==> src/rtl/fan_pkg.sv <==
package fan_pkg;
  localparam int DUTY_W = 8;
  localparam logic [DUTY_W-1:0] DUTY_MAX = '1;
  localparam logic [DUTY_W-1:0] DUTY_MID = 8'd128;

  function automatic logic [DUTY_W-1:0] step_duty(
    input logic [DUTY_W-1:0] cur,
    input logic              up,
    input logic              dn,
    input int                step
  );
    int v;
    v = int'(cur);
    if (up) v = v + step;
    else if (dn) v = v - step;
    if (v < 0) v = 0;
    if (v > int'(DUTY_MAX)) v = int'(DUTY_MAX);
    return DUTY_W'(v);
  endfunction
endpackage

==> src/rtl/fan_input_cond.sv <==
module fan_input_cond #(
  parameter int DEB_CYCLES = 500_000
) (
  input  logic clk,
  input  logic rst,
  input  logic enc_a,
  input  logic enc_b,
  input  logic btn,
  output logic step_up,
  output logic step_dn,
  output logic press
);
  localparam int DCW = $clog2(DEB_CYCLES + 1);

  logic [1:0] a_s, b_s, k_s;
  logic       a_prev;
  logic       k_stable;
  logic [DCW-1:0] deb_cnt;

  // two-stage synchronisers
  always_ff @(posedge clk) begin
    if (rst) begin
      a_s    <= '0;
      b_s    <= '0;
      k_s    <= '0;
      a_prev <= 1'b0;
    end else begin
      a_s    <= {a_s[0], enc_a};
      b_s    <= {b_s[0], enc_b};
      k_s    <= {k_s[0], btn};
      a_prev <= a_s[1];
    end
  end

  // direction decode on rising phase A
  always_ff @(posedge clk) begin
    if (rst) begin
      step_up <= 1'b0;
      step_dn <= 1'b0;
    end else begin
      step_up <= a_s[1] & ~a_prev & ~b_s[1];
      step_dn <= a_s[1] & ~a_prev &  b_s[1];
    end
  end

  // debounce: level must differ from the accepted one for DEB_CYCLES cycles
  always_ff @(posedge clk) begin
    if (rst) begin
      deb_cnt  <= '0;
      k_stable <= 1'b0;
      press    <= 1'b0;
    end else begin
      press <= 1'b0;
      if (k_s[1] != k_stable) begin
        if (deb_cnt == DCW'(DEB_CYCLES - 1)) begin
          deb_cnt  <= '0;
          k_stable <= k_s[1];
          press    <= k_s[1];
        end else begin
          deb_cnt <= deb_cnt + 1'b1;
        end
      end else begin
        deb_cnt <= '0;
      end
    end
  end
endmodule

==> src/rtl/fan_pwm_gen.sv <==
module fan_pwm_gen #(
  parameter int PERIOD = 2272,
  parameter int DW     = 8
) (
  input  logic          clk,
  input  logic          rst,
  input  logic [DW-1:0] duty,
  output logic          pwm_out
);
  localparam int CW = (PERIOD > 1) ? $clog2(PERIOD) : 1;
  localparam int PW = DW + CW + 1;
  localparam logic [DW-1:0] DMAX = '1;

  logic [CW-1:0] cnt_q, cnt_nx;
  logic [DW-1:0] lat_q, lat_nx;
  logic [PW-1:0] prod;
  logic [CW:0]   cmp_nx;
  logic          wrap;

  always_comb begin
    wrap   = (cnt_q == CW'(PERIOD - 1));
    cnt_nx = wrap ? '0 : cnt_q + 1'b1;
    lat_nx = wrap ? duty : lat_q;
    prod   = PW'(lat_nx) * PW'(PERIOD);
    if (lat_nx == DMAX) cmp_nx = (CW+1)'(PERIOD);
    else                cmp_nx = (CW+1)'(prod >> DW);
  end

  always_ff @(posedge clk) begin
    if (rst) begin
      cnt_q   <= '0;
      lat_q   <= '0;
      pwm_out <= 1'b0;
    end else begin
      cnt_q   <= cnt_nx;
      lat_q   <= lat_nx;
      pwm_out <= ({1'b0, cnt_nx} < cmp_nx);
    end
  end
endmodule

==> src/rtl/fan_led_ctrl.sv <==
module fan_led_ctrl #(
  parameter int DW         = 8,
  parameter int BLINK_BASE = 12_750_000,
  parameter int BLINK_STEP = 40_000,
  parameter int ACK_HALF   = 5_000_000
) (
  input  logic          clk,
  input  logic          rst,
  input  logic [DW-1:0] duty,
  input  logic          save_evt,
  output logic          led_out,
  output logic          ack_busy
);
  localparam int HW = $clog2(BLINK_BASE + 1);
  localparam int AW = (ACK_HALF > 1) ? $clog2(ACK_HALF) : 1;
  localparam int ACK_PHASES = 6;
  localparam logic [DW-1:0] DMAX = '1;

  logic [HW-1:0] half, blink_cnt;
  logic          blink_q;
  logic [AW-1:0] ack_cnt;
  logic [2:0]    ack_phase;

  always_comb half = HW'(BLINK_BASE - int'(duty) * BLINK_STEP);

  always_ff @(posedge clk) begin
    if (rst) begin
      blink_cnt <= '0;
      blink_q   <= 1'b0;
    end else if (blink_cnt >= half - 1'b1) begin
      blink_cnt <= '0;
      blink_q   <= ~blink_q;
    end else begin
      blink_cnt <= blink_cnt + 1'b1;
    end
  end

  always_ff @(posedge clk) begin
    if (rst) begin
      ack_busy  <= 1'b0;
      ack_cnt   <= '0;
      ack_phase <= '0;
    end else if (save_evt) begin
      ack_busy  <= 1'b1;
      ack_cnt   <= '0;
      ack_phase <= '0;
    end else if (ack_busy) begin
      if (ack_cnt == AW'(ACK_HALF - 1)) begin
        ack_cnt <= '0;
        if (ack_phase == 3'(ACK_PHASES - 1)) ack_busy  <= 1'b0;
        else                                 ack_phase <= ack_phase + 1'b1;
      end else begin
        ack_cnt <= ack_cnt + 1'b1;
      end
    end
  end

  always_ff @(posedge clk) begin
    if (rst)                led_out <= 1'b0;
    else if (ack_busy)      led_out <= ~ack_phase[0];
    else if (duty == '0)    led_out <= 1'b0;
    else if (duty == DMAX)  led_out <= 1'b1;
    else                    led_out <= blink_q;
  end
endmodule

==> src/rtl/fan_pwm_ctrl.sv <==
module fan_pwm_ctrl
  import fan_pkg::*;
#(
  parameter int CLK_HZ     = 50_000_000,
  parameter int PWM_HZ     = 22_000,
  parameter int DEB_CYCLES = 500_000,
  parameter int STEP       = 4,
  parameter int BLINK_BASE = 12_750_000,
  parameter int BLINK_STEP = 40_000,
  parameter int ACK_HALF   = 5_000_000
) (
  input  logic              clk,
  input  logic              rst,
  input  logic              enc_a,
  input  logic              enc_b,
  input  logic              btn,
  output logic              pwm_out,
  output logic              led_out,
  output logic              save_stb,
  output logic [DUTY_W-1:0] save_duty
);
  localparam int PERIOD = CLK_HZ / PWM_HZ;

  logic step_up, step_dn, press;
  logic ack_busy;
  logic [DUTY_W-1:0] duty_q;
  logic [DUTY_W-1:0] save_q = DUTY_MID;

  fan_input_cond #(.DEB_CYCLES(DEB_CYCLES)) u_in (
    .clk(clk), .rst(rst), .enc_a(enc_a), .enc_b(enc_b), .btn(btn),
    .step_up(step_up), .step_dn(step_dn), .press(press)
  );

  always_ff @(posedge clk) begin
    if (rst) duty_q <= save_q;
    else     duty_q <= step_duty(duty_q, step_up, step_dn, STEP);
  end

  // stored setting survives reset
  always_ff @(posedge clk) begin
    if (!rst && press) save_q <= duty_q;
  end

  always_ff @(posedge clk) begin
    if (rst) save_stb <= 1'b0;
    else     save_stb <= press;
  end

  assign save_duty = save_q;

  fan_pwm_gen #(.PERIOD(PERIOD), .DW(DUTY_W)) u_pwm (
    .clk(clk), .rst(rst), .duty(duty_q), .pwm_out(pwm_out)
  );

  fan_led_ctrl #(
    .DW(DUTY_W), .BLINK_BASE(BLINK_BASE), .BLINK_STEP(BLINK_STEP), .ACK_HALF(ACK_HALF)
  ) u_led (
    .clk(clk), .rst(rst), .duty(duty_q), .save_evt(press & ~rst),
    .led_out(led_out), .ack_busy(ack_busy)
  );
endmodule

==> config.mk <==
export PLATFORM = sky130hd
export DESIGN_NAME = fan_pwm_ctrl
export DESIGN_NICKNAME = d
export VERILOG_FILES = /design/src/rtl/fan_pkg.sv /design/src/rtl/fan_input_cond.sv /design/src/rtl/fan_pwm_gen.sv /design/src/rtl/fan_led_ctrl.sv /design/src/rtl/fan_pwm_ctrl.sv
export SDC_FILE = /design/constraint.sdc
export NUM_CORES = 1
export LEC_CHECK = 0
export CAP_MARGIN = 20
export CELL_PAD_IN_SITES_DETAIL_PLACEMENT = 1
export CELL_PAD_IN_SITES_GLOBAL_PLACEMENT = 2
export CORE_MARGIN = 8
export CORE_UTILIZATION = 40
export CTS_CLUSTER_DIAMETER = 80
export DETAILED_ROUTE_END_ITERATION = 6
export PLACE_DENSITY = 0.88
export SLEW_MARGIN = 20
export SYNTH_ARGS = -nofsm -noshare
export SYNTH_HDL_FRONTEND = slang
export SYNTH_SLANG_ARGS = --single-unit
==> constraint.sdc <==
create_clock -name clk -period 6.7 [get_ports clk]
set_input_delay 0.67 -clock clk [delete_from_list [all_inputs] [get_ports clk]]
set_output_delay 0.67 -clock clk [all_outputs]
set_load 0.1 [all_outputs]
**After elaboration in Yosys (flattened, before gate mapping)**

Cells that the tools add are included.

- Flip-flop bits (word level): 121
- Input bits: 5
- Output and inout port bits: 11
- Word-level logic and storage cells: 82

- Add/sub/neg operators: 9
- Multiply operators: 2
- Magnitude comparators: 4
- Equal/unequal tests: 7
- Multiplexer cells: 18
- Bitwise gates (word level): 12
- Reduce and logical (&&, ||, !) cells: 9

Operator list:

| cell | number |
|---|---|
| $mux W32 | 5 |
| $gt A32 B9 Y1 const B | 1 |
| $lt A32 B1 Y1 const B | 1 |
| $add A24 B1 Y24 const B | 1 |
| $ge A24 B24 Y1 | 1 |
| $mux W12 | 2 |
| $mux W8 | 3 |
| $sub A23 B24 Y24 const A | 1 |
| $sub A24 B1 Y24 const B | 1 |
| $add A23 B1 Y23 const B | 1 |
| $eq A23 B23 Y1 const B | 1 |
| $mux W23 | 1 |
| $add A19 B1 Y19 const B | 1 |
| $eq A19 B19 Y1 const B | 1 |
| $mul A8 B10 Y18 const B | 1 |
| $eq A8 B8 Y1 const B | 2 |
| $mul A8 B7 Y15 const B | 1 |
| $lt A12 B13 Y1 | 1 |
| $add A12 B1 Y12 const B | 1 |
| $eq A12 B12 Y1 const B | 1 |
| $add A8 B3 Y9 const B | 1 |
| $sub A8 B3 Y9 const B | 1 |
| $logic_not A8 Y1 | 1 |
| $not A1 Y1 | 8 |
| 11 further kinds | 22 |

**Longest topological paths before layout**

- Depth after elaboration: 10
- Mapped depth: 27
- Mapped depth without buffers: 26

**Modules after synthesis**

A second synthesis with hierarchy kept.

- Cells, all modules: 942
- Area total of the unflattened synthesis: 8423.1 um^2

By module, submodules not included:

| module | instances | cells an instance | area an instance (um^2) | seq. area each (um^2) |
|---|---|---|---|---|
| fan_led_ctrl | 1 | 483 | 4177.8 | 1061.0 |
| fan_pwm_gen | 1 | 263 | 2268.4 | 420.4 |
| fan_input_cond | 1 | 128 | 1208.7 | 600.6 |
| fan_pwm_ctrl | 1 | 68 | 768.2 | 420.4 |

**Worst setup path before layout**

No wires, ideal clock.

- Kind: register -> register
- Start: reg duty_q[2]
- End: reg u_led.blink_cnt[10]
- Setup time: 0.064 ns
- Arrival: 5.753 ns
- Data required time: 6.636 ns
- Setup slack: 0.884 ns
- Cell stages (with the launch flop): 26
- Cells stage by stage: dfxtp_1 > clkbuf_8 > inv_1 > ha_1 > ha_1 > inv_1 > fa_1 > fa_1 > fa_1 > xor2_2 > o2111ai_1 > nor3b_1 > o21ai_1 > o211ai_1 > a32o_1 > a311oi_1 > ha_1 > nand4_1 > nor2_1 > nand3_1 > a21oi_1 > o311a_1 > or3_1 > buf_6 > buf_6 > nor2_1

- Longest elaborated chain between the ends: 5

RTL lines:

| item | RTL line | text |
|---|---|---|
| start, declared | fan_pwm_ctrl.sv:26 | `logic [DUTY_W-1:0] duty_q;` |
| start signal, assigned | fan_pwm_ctrl.sv:35 | `if (rst) duty_q <= save_q;` |
| start signal, assigned | fan_pwm_ctrl.sv:36 | `else duty_q <= step_duty(duty_q, step_up, step_dn, STEP);` |
| $mul A8 B10 Y18 | fan_led_ctrl.sv:24 | `always_comb half = HW'(BLINK_BASE - int'(duty) * BLINK_STEP);` |
| $sub A23 B24 Y24 | fan_led_ctrl.sv:24 |  |
| $sub A24 B1 Y24 | fan_led_ctrl.sv:30 | `end else if (blink_cnt >= half - 1'b1) begin` |
| $ge A24 B24 Y1 | fan_led_ctrl.sv:30 |  |
| $reduce_or A2 Y1 (no source line) | - |  |
| end signal, assigned | fan_led_ctrl.sv:34 | `blink_cnt <= blink_cnt + 1'b1;` |
| end, declared | fan_led_ctrl.sv:19 | `logic [HW-1:0] half, blink_cnt;` |

No other way between the ends.
A chain may end at the register's enable or synchronous reset.

**Worst setup path after layout**

- Start: reg u_pwm.cnt_q[0]
- End: reg u_pwm.pwm_out

- Longest elaborated chain between the ends: 5
- Elaborated cells between the ends (all ways): 8
- Classes of those cells: add/sub (1); mul (1); order compare (1); eq/ne (2); mux (3)

RTL lines:

| item | RTL line | text |
|---|---|---|
| start, declared | fan_pwm_gen.sv:14 | `logic [CW-1:0] cnt_q, cnt_nx;` |
| start signal, assigned | fan_pwm_gen.sv:35 | `cnt_q <= cnt_nx;` |
| $eq A12 B12 Y1 * | fan_pwm_gen.sv:21 | `wrap = (cnt_q == CW'(PERIOD - 1));` |
| $mux W8 * | fan_pwm_gen.sv:23 | `lat_nx = wrap ? duty : lat_q;` |
| via u_pwm.lat_nx[2] | fan_pwm_gen.sv:15 | `logic [DW-1:0] lat_q, lat_nx;` |
| $mul A8 B7 Y15 or $eq A8 B8 Y1 (tied branches) | fan_pwm_gen.sv:24, fan_pwm_gen.sv:25 |  |
| $mux W12 * | fan_pwm_gen.sv:25 | `if (lat_nx == DMAX) cmp_nx = (CW+1)'(PERIOD);` |
| $lt A12 B13 Y1 * | fan_pwm_gen.sv:37 | `pwm_out <= ({1'b0, cnt_nx} < cmp_nx);` |
| end signal, assigned | fan_pwm_gen.sv:37 |  |
| end, declared | fan_pwm_gen.sv:8 | `output logic pwm_out` |

The timed path passes the listed nets; every way through them passes the cells marked *.

==> results.md <==
* Status: completed
* TNS Setup at 0 ns
* Root Driver: clkbuf_16
* Remaining global-route overflow at 0
* Largest net degree at the start of global routing at 51
* DR vias at approximately 6600
* Ys flop type: dfxtp_1
* Final period util at 0.922
* Fillers at 2479
* Clk sink count at ~120
* Critical Path Sink: u_pwm.pwm_out
* Reg-to-reg setup timing slack at 0.53 ns
* Worst hold path type: flop to flop
* Final Max Slew Viols at 0
* 1st-iter DRT viols at 256
* Drt pass-1 iters at 4
* Cell Rows at 53
* Power density cells at 285 nW/µm²
* Initial core utilization at 0.403
* # setup viols final at 0
* DRC Markers at 0
* Logic pwr share at 0.396
* Switching share of total power at 0.376
* Die X at 161 µm
* Hold Slack at ~0.41 ns
* Number of global-route vias before repair at roughly 6700
* CP max FO at 15
* Final #Nets at 1117
* Post-layout util at 0.453
* Sequential Power Share at 0.277
* Die height at 161 µm
* First-pass GRT wire length at 32900 µm
* Startpoint Class: flop
* P_sw at 1.01 mW
* RSZ-0062 raised after global routing: no
* CTS resizes at 0
* Critical Path Sink Type: flop
* Skew-Pair Late Insertion Delay at 0.42 ns
* Internal power at 1.68 mW
* Yosys Warn Count at 0
* Synth top cells by count: dfxtp_1 (113), ha_1 (113), nor2_1 (111)
* Post-synth top area cell: dfxtp_1
* Max-cap viol count at 0
* Port-buffer cells at 15
* Core box area at 20800 µm²
* Reg2Reg Capture Point: u_pwm.pwm_out
* Post-synth cell types at 68
* CTS Buf Count at 17
* Clock Skew at 0.0159 ns
* DRT Wirelength at 19000 µm
* CTS Hold Bufs at 0
* I/O pins at 16
* Max Fclk at 0.162 GHz
* Yosys top cell area share at 0.270
* Worst r2r path cells at 26
* Endpoints failing hold at 0
* Minimum clock period at 6.17 ns
* Cell area after synthesis at 8390 µm²
* Gp weighted congestion at approximately 0.77
* Post-CTS setup buffers at 0
* Die area at 25900 µm²
* Layout cell share with drive strength beyond 1 at 0.0675
* Post-Synthesis Cells at approximately 960
* Static Leakage at about 4.2 nW
* GRT Total Usage at 0.151
* Worst Tran Pin Value at 1.06 ns
* HPWL Detailed at 14500 µm
* Vias per cell at 5.18
* H-tree levels at 4
* Synthesized area per cell at 8.79 µm²
* Avg WL per Cell at 15.0 µm
* Top post-synthesis cells by area: dfxtp_1 (27%), ha_1 (17%), xor2_1 (5.3%)
* Post-synth EDFFs at 8
* Syn Nets at 1093
* Post-route ant nets at 0
* Worst relative slew slack at 0.293
* Worst VDD drop at 0.176 mV
* Clock network power share at 0.327
* Worst setup startpoint: u_pwm.cnt_q[0]
* CTS Buffer Depth at 2
* Initial antenna violation count at 0
* Sequential area share after synthesis at 0.298
* Clock Pin Slew Worst Setup and Hold Paths at around 0.060 ns
* Power Total at 2.68 mW
* Asr flop ratio synth at 0
* Synth Register Bits at 121
* Reg-to-reg startpoint: u_pwm.cnt_q[0]
* Setup CP Type: flop to flop
* Critical path arrival at 6.53 ns
* # diodes at 0
* Syn-to-layout area delta at 12.4%
* TritonCTS clock tree: done
* CP required at 7.06 ns
-- critical path: stages (launching register included) --
cell and delay [ns]:
dfxtp_1 0.41, ha_1 0.27, and4b_1 0.21, and3_1 0.46, buf_4 0.30, mux2_2 0.43
ha_1 0.32, ha_1 0.28, inv_1 0.06, fa_1 0.51, inv_1 0.04, ha_1 0.34
nor2b_1 0.15, o21ai_0 0.21, a21oi_1 0.12, o21ai_0 0.30, nor2b_1 0.21, xnor2_1 0.13
nor2_1 0.06, ha_1 0.19, a21o_1 0.17, a21o_1 0.17, a21o_1 0.17, a21oi_1 0.14
nor2b_1 0.05, o21ai_0 0.21, o211a_1 0.20
-- final cells by class --
class,count,area [µm²],share of cell area
timing repair buffer,25,220,0.0233
multi-input combinational,726,5460,0.579
clock inverter,15,151,0.0160
tap,275,344,0.0365
clock buffer,17,425,0.0451
sequential,121,2500,0.265
inverter,88,330,0.0350
-- power by group through the flow --
stage | Combinational, mW | Clock, mW | Sequential (mW)
floorplan | 0.824 | 0 | 0.769
global placement | 1.03 | 0 | 0.760
detailed placement | 1.04 | 0 | 0.761
CTS | 1.05 | 0.899 | 0.745
global route | 1.21 | 0.931 | 0.746
finish | 1.06 | 0.877 | 0.745
-- flip-flops by register name, indices dropped and copies added (netlist names), 2 cells and up --
register / count
duty_q: 8
save_duty: 8
u_in.a_s: 2
u_in.b_s: 2
u_in.deb_cnt: 19
u_in.k_s: 2
u_led.ack_cnt: 23
u_led.ack_phase: 3
u_led.blink_cnt: 24
u_pwm.cnt_q: 12
u_pwm.lat_q: 8
-- cells by family after synthesis --
| group | Yosys count | share of synthesized area |
|---|---|---|
| muxes | 12 | 0.0149 |
| and+or+nand+nor | 346 | 0.207 |
| DFF | 121 | 0.298 |
| AOI/OAI and AO/OA | 136 | 0.106 |
| xor gates and xnor gates | 99 | 0.104 |
| buffers and inverters | 108 | 0.0534 |
| adders and majority gates | 133 | 0.216 |
-- per-layer routing --
layer / vias up / GRT usage / share of wire
li1: 3325 / - / -
met1: 3178 / 0.203 / 0.50
met2: 53 / 0.249 / 0.47
met3: 9 / 0.0246 / 0.020
met4: 0 / 0.0366 / 0.0068
met5: - / 0 / 0
-- worst min-delay path by stage --
| stage | start | to | slack [ns] | depth (start not counted) |
|---|---|---|---|---|
| after floorplan | u_in.b_s[1] | u_in.step_up | 0.39 | 1 |
| after global placement | u_in.a_prev | u_in.step_up | 0.40 | 1 |
| after detailed placement | u_in.a_prev | u_in.step_up | 0.40 | 1 |
| after CTS | u_in.a_prev | u_in.step_up | 0.42 | 1 |
| after global routing | u_in.a_prev | u_in.step_up | 0.45 | 1 |
| final | u_in.a_prev | u_in.step_up | 0.41 | 1 |
-- through the flow --
stage	area, µm²	instances	worst slack [ns]
after floorplan	8390	955	0.884
after detailed placement	8840	1235	0.232
final	9430	1267	0.526
after global routing	9430	1267	0.118
after global placement	8840	1235	0.404
after CTS	9410	1267	0.198
-- layout by cell type, fill, tap and decap left out, types with 3 or more instances in the layout --
master,Yosys,layout
nor3b_1,4,4
edfxtp_1,8,8
inv_8,0,3
nand2_1,52,52
nor2b_1,33,33
mux2_2,4,4
fa_1,20,20
or3_1,9,8
o21a_1,3,3
o21ai_0,27,27
buf_4,0,10
nor2_1,111,111
nand4b_1,3,3
inv_6,0,6
inv_1,88,88
nor4b_1,3,3
and4_1,5,5
ha_1,113,113
and2_1,7,7
a21oi_1,44,44
clkbuf_16,0,17
a311oi_1,3,3
o2111ai_1,3,3
mux2i_1,8,8
xnor2_1,47,47
or2_2,4,4
a211oi_1,9,9
a31oi_1,8,7
nand4_1,18,18
nand3_1,39,39
xor2_1,51,51
o211ai_1,3,3
clkdlybuf4s50_1,0,14
dfxtp_1,113,113
and3_1,28,28
a21o_1,11,11
nor3_1,19,19
(Power assumes the default switching activity.)
